==> config.mk <==
export PLATFORM = sky130hd
export DESIGN_NAME = fu_func_unit
export DESIGN_NICKNAME = d
export VERILOG_FILES = /design/src/rtl/fu_pkg.sv /design/src/rtl/fu_arith.sv /design/src/rtl/fu_logic.sv /design/src/rtl/fu_shift.sv /design/src/rtl/fu_func_unit.sv
export SDC_FILE = /design/constraint.sdc
export NUM_CORES = 1
export LEC_CHECK = 0
export ABC_AREA = 1
export BUFFER_PORTS_ARGS = -buffer_cell sky130_fd_sc_hd__buf_2
export CORE_MARGIN = 5
export CORE_UTILIZATION = 55
export DETAILED_ROUTE_END_ITERATION = 8
export GPL_TIMING_DRIVEN = 0
export PLACE_DENSITY = 0.8
export SLEW_MARGIN = 5
export SYNTH_ARGS = -nofsm -noshare
export SYNTH_HDL_FRONTEND = slang
export SYNTH_SLANG_ARGS = --single-unit
==> constraint.sdc <==
create_clock -name vclk -period 3.9
set_clock_uncertainty 0.05 [all_clocks]
set_input_delay 0.585 -clock vclk [all_inputs]
set_output_delay 0.585 -clock vclk [all_outputs]
set_load 0.005 [all_outputs]
==> src/rtl/fu_pkg.sv <==
// Shared definitions for the datapath function unit.
// Assumes the function code is always 4 bits wide: {mode, sel1, sel0, cin}.
package fu_pkg;
    localparam int CODE_W = 4;

    typedef struct packed {
        logic mode;  // 0 = arithmetic, 1 = logic / shift
        logic sel1;  // adder conditioning select, high bit
        logic sel0;  // adder conditioning select, low bit / op select high
        logic cin;   // carry-in / op select low
    } fn_code_t;

    // Shifter control taken from the low code bits.
    typedef enum logic [1:0] {
        SH_PASS  = 2'b00,
        SH_RIGHT = 2'b01,
        SH_LEFT  = 2'b10,
        SH_ZERO  = 2'b11
    } shift_op_e;
endpackage

==> src/rtl/fu_arith.sv <==
// Arithmetic section: an adder with conditioning on its B input.
// Computes A + Y + cin, where Y is one of 0, B, ~B or all ones.
// Assumes W >= 2 so that the carry into the MSB can be separated out.
module fu_arith #(
    parameter int W = 8
) (
    input  logic [W-1:0] a,
    input  logic [W-1:0] b,
    input  logic         sel1,
    input  logic         sel0,
    input  logic         cin,
    output logic [W-1:0] sum,
    output logic         cout,
    output logic         ovf
);
    localparam int LOW_W = W - 1;

    logic [W-1:0]   y_in;
    logic [LOW_W:0] low_sum;
    logic           top_sum;
    logic           carry_msb;

    // Condition B: pass B when sel0 is set, pass ~B when sel1 is set.
    always_comb begin
        y_in = ({W{sel0}} & b) | ({W{sel1}} & ~b);
    end

    // Add the lower bits first, so that the carry into the MSB is visible.
    always_comb begin
        low_sum   = {1'b0, a[LOW_W-1:0]} + {1'b0, y_in[LOW_W-1:0]} + {{LOW_W{1'b0}}, cin};
        carry_msb = low_sum[LOW_W];
        {cout, top_sum} = {1'b0, a[W-1]} + {1'b0, y_in[W-1]} + {1'b0, carry_msb};
        sum       = {top_sum, low_sum[LOW_W-1:0]};
        ovf       = carry_msb ^ cout;
    end
endmodule

==> src/rtl/fu_logic.sv <==
// Bitwise logic section: AND, OR, XOR of A and B, or NOT A.
// The operation is picked by {sel0, cin} of the function code.
module fu_logic #(
    parameter int W = 8
) (
    input  logic [W-1:0] a,
    input  logic [W-1:0] b,
    input  logic [1:0]   op,
    output logic [W-1:0] y
);
    // Pick one bitwise operation per op value.
    always_comb begin
        unique case (op)
            2'b00:   y = a & b;
            2'b01:   y = a | b;
            2'b10:   y = a ^ b;
            default: y = ~a;
        endcase
    end
endmodule

==> src/rtl/fu_shift.sv <==
// One-place shifter acting on B: pass, right, left, or zero.
// Vacated bit positions are filled with 0. The code 11 output is zero.
module fu_shift #(
    parameter int W = 8
) (
    input  logic [W-1:0]       b,
    input  fu_pkg::shift_op_e  op,
    output logic [W-1:0]       y
);
    // Select the shifted or passed form of B.
    always_comb begin
        unique case (op)
            fu_pkg::SH_PASS:  y = b;
            fu_pkg::SH_RIGHT: y = {1'b0, b[W-1:1]};
            fu_pkg::SH_LEFT:  y = {b[W-2:0], 1'b0};
            default:          y = '0;
        endcase
    end
endmodule

==> src/rtl/fu_func_unit.sv <==
// Function unit top: arithmetic, logic and shifter sections behind a
// result mux, plus V/C/N/Z status generation. Purely combinational.
// Assumes W >= 2. The code bits feed the section selects directly.
module fu_func_unit #(
    parameter int W = 8
) (
    input  logic [W-1:0] op_a,
    input  logic [W-1:0] op_b,
    input  logic [3:0]   fn_code,
    output logic [W-1:0] res_f,
    output logic         flag_v,
    output logic         flag_c,
    output logic         flag_n,
    output logic         flag_z
);
    import fu_pkg::*;

    fn_code_t        code;
    logic [W-1:0]    arith_y;
    logic [W-1:0]    logic_y;
    logic [W-1:0]    shift_y;
    logic [W-1:0]    alu_y;
    logic            arith_c;
    logic            arith_v;
    logic            pick_shift;
    shift_op_e       sh_op;

    // Split the raw code into its named select fields.
    always_comb begin
        code  = fn_code_t'(fn_code);
        sh_op = shift_op_e'({code.sel0, code.cin});
    end

    fu_arith #(.W(W)) u_arith (
        .a    (op_a),
        .b    (op_b),
        .sel1 (code.sel1),
        .sel0 (code.sel0),
        .cin  (code.cin),
        .sum  (arith_y),
        .cout (arith_c),
        .ovf  (arith_v)
    );

    fu_logic #(.W(W)) u_logic (
        .a  (op_a),
        .b  (op_b),
        .op ({code.sel0, code.cin}),
        .y  (logic_y)
    );

    fu_shift #(.W(W)) u_shift (
        .b  (op_b),
        .op (sh_op),
        .y  (shift_y)
    );

    // Route the selected section to the result and form the flags.
    always_comb begin
        pick_shift = code.mode & code.sel1;
        alu_y      = code.mode ? logic_y : arith_y;
        res_f      = pick_shift ? shift_y : alu_y;
        flag_c     = ~code.mode & arith_c;
        flag_v     = ~code.mode & arith_v;
        flag_n     = res_f[W-1];
        flag_z     = ~|res_f;
    end
endmodule

==> metrics.log <==
INFO  metric capture_endpoint_of_the_worst_hold_path = flag_c
INFO  metric globalRouteTotalUtil = 0.2104
INFO  metric hold_path_startpoint = fn_code[3]
INFO  metric final_max_slew_viol_count = 0
INFO  metric outcome = finished clean
INFO  metric area.growth.synth_to_final = 19.80%
INFO  metric max_freq = 0.2679 GHz
INFO  metric min_path_type = input pin to output port
INFO  metric post_detailed_route_via_to_cell_ratio = 5.313
INFO  metric die-area = 0.003398 mm²
INFO  metric critical_path_cell_by_cell = buf_2, buf_6, nand2_1, o21ai_0, ha_2, nand2_1, nand2_1, inv_1, nand2_1, nand4_1, and2_4, fa_1, nor2_1, a21oi_1, nand2_1, nor2_1, nand3_1, nor2_1, buf_2
INFO  metric drt_wl_total = 3712 µm
INFO  metric grt_max_degree = 13
INFO  metric total_leakage_power = 0.9355 nW
INFO  metric wl_per_cell = 11.97 µm
INFO  metric path_max_fanout = 10
INFO  metric post_synth_num_cell_types = 21
INFO  metric hold_depth = 3
INFO  metric timing.slew.headroom = 0.7549
INFO  metric post_dp_cell_area = 0.001478 mm²
INFO  metric grt-ovfl-total = 0
INFO  metric critPathSlowestCell = fa_1
INFO  metric antenna_cell_count = 0
INFO  metric syn_area_per_cell = 5.235 µm²
INFO  metric post_route_cells_drive_above_1_share = 0.1950
INFO  metric vdd_ir_drop_max = 0.09550 mV
INFO  metric drc_violation_count_after_routing = 0
INFO  metric power.density_cell_area = 144.3 mW/mm²
INFO  metric final.hold.worst_slack = 1.465 ns
INFO  metric start_kind = input pin
INFO  metric crit_path_end_kind = output port
INFO  metric crit_type = input pin to output port
INFO  metric grt_antenna_before_repair = 0
INFO  metric initial_utilization = 0.5798
INFO  metric final_critical_path_setup_slack = 0.1673 ns
INFO  metric first_global_vias = 1375
INFO  metric core-area = 0.002212 mm²
INFO  metric drv_cap = 0
INFO  metric crit_required = 3.26 ns
INFO  metric worst_slew_pin_slew = 0.3663 ns
INFO  metric critical_path_arrival = 3.10 ns
INFO  metric design.final.nets = 329
INFO  metric finalWeightedCongestion = 0.9047
INFO  metric postLayoutCellArea = 0.001536 mm²
INFO  metric dieWidth = 58.29 µm
INFO  metric critPathMostFrequentCell = nand2_1
INFO  metric drtAntennaViolNets = 0
INFO  metric place.detailed.hpwl = 3022 µm
INFO  metric finalWorstPathRequiredPeriod = 3.733 ns
INFO  metric yosysSeqAreaShare = 0
INFO  metric drt_first_iter_violations = 80
INFO  metric route.vias.total = 1647
INFO  metric syn-num-nets = 290
INFO  metric first_pass_iters = 4
INFO  metric max_stage_delay = 0.50 ns
INFO  metric report.final.setup_viol = 0
INFO  metric ioPinCount = 32
INFO  metric dpl_worst_slack = 0.003338 ns
INFO  metric die_y = 58.29 µm
INFO  metric syn-instance-count = 245
INFO  metric grt_pass1_wl = 5885 µm
INFO  metric rows = 17
INFO  metric syn_std_cell_area = 0.001282 mm²
INFO  metric post-route-period-util = 0.9571
INFO  metric layout.clock_buffers = 0
INFO  metric nFlopsAndLatches = 0
INFO  metric register_area = 0 µm²
INFO  metric finish.utilization = 0.6946
INFO  metric synth-warning-count = 0
INFO  metric port_buffers = 32
INFO  metric timing.final.hold_violations = 0
INFO  metric report.power.total = 0.2218 mW
-- placed cells by master, fill, tap and decap left out, drive strengths merged --
master	Yosys	final
nand2	82	82
inv	43	43
buf	4	40
nand3	30	30
nor2	23	23
ha	22	22
o21ai	21	21
a21oi	7	7
o211ai	3	3
fa	3	3
nand4	2	2
nor3	1	1
o31a	1	1
and2	1	1
o21bai	1	1
or2	1	1
clkbuf	0	1
-- cell usage after synthesis (2+ instances only) --
master / number / area [µm²]
nor2_2: 2 / 12.51
ha_1: 22 / 275.3
nand4_1: 2 / 12.51
nand3_1: 30 / 150.1
fa_1: 3 / 60.06
inv_2: 5 / 18.77
o21ai_0: 16 / 80.08
nand2_1: 80 / 300.3
nor2_1: 21 / 78.83
o21ai_1: 5 / 25.02
inv_1: 38 / 142.6
a21oi_1: 7 / 35.03
o211ai_1: 3 / 22.52
buf_2: 3 / 15.01
nand2_2: 2 / 12.51
-- layout make-up --
type               instances  area [µm²]
repair buffers            38       207.7
well taps                 28       35.03
inverters                 43       161.4
multi-input cells        198        1109
plain buffers              3       23.77
fillers                  250       675.6
-- worst max-delay path, delay by kind of cell --
kind / cells / cell delay (ns)
adder cells (fa/ha/maj): 2 / 0.88
AO/OA/AOI/OAI: 2 / 0.20
AND/OR/NAND/NOR: 11 / 0.98
buffers and inverters: 4 / 0.44
-- cells by family (layout without fill, tap and decap cells) --
logic type / after synthesis / after routing / synth area share
and+or+nand+nor: 140 / 140 / 0.4556
buffers and inverters: 47 / 84 / 0.1434
AOI/OAI and AO/OA: 33 / 33 / 0.1395
adders and majority gates: 25 / 25 / 0.2615
-- per-layer routing --
metal,routed length [µm],up-vias,GRT usage
met5,0,-,0
met4,20,0,0.02318
met3,272,2,0.01316
met2,1770,63,0.3684
met1,1649,731,0.2906
li1,-,851,-
-- worst max-delay path by stage --
stage | startpoint | to | slack [ns] | cells after the start
global placement | fn_code[0] | flag_z | 0.03 | 17
floorplan | fn_code[0] | flag_z | 0.47 | 15
detailed placement | fn_code[0] | flag_z | 0.003 | 17
finish | fn_code[1] | flag_z | 0.17 | 19
CTS | fn_code[1] | flag_z | 0.04 | 19
global route | fn_code[1] | flag_z | -0.05 | 19
-- where the power goes --
group / switching [mW] / total [mW] / internal (mW)
clock: 0 / 0 / 0
combinational: 0.129 / 0.222 / 0.0929
sequential: 0 / 0 / 0
total: 0.129 / 0.222 / 0.0929
-- through the flow --
stage	instances	TNS [ns]
floorplan	245	0
global placement	305	0
detailed placement	305	0
CTS	304	0
global route	310	-0.05031
finish	310	0
-- repair_timing --
action	CTS	global route
setup buffers	0	6
endpoints found under the setup margin	1	1
resized for setup	0	8
hold buffers	0	0
pin swaps	0	10
Power figures use the tool's default switching activity.
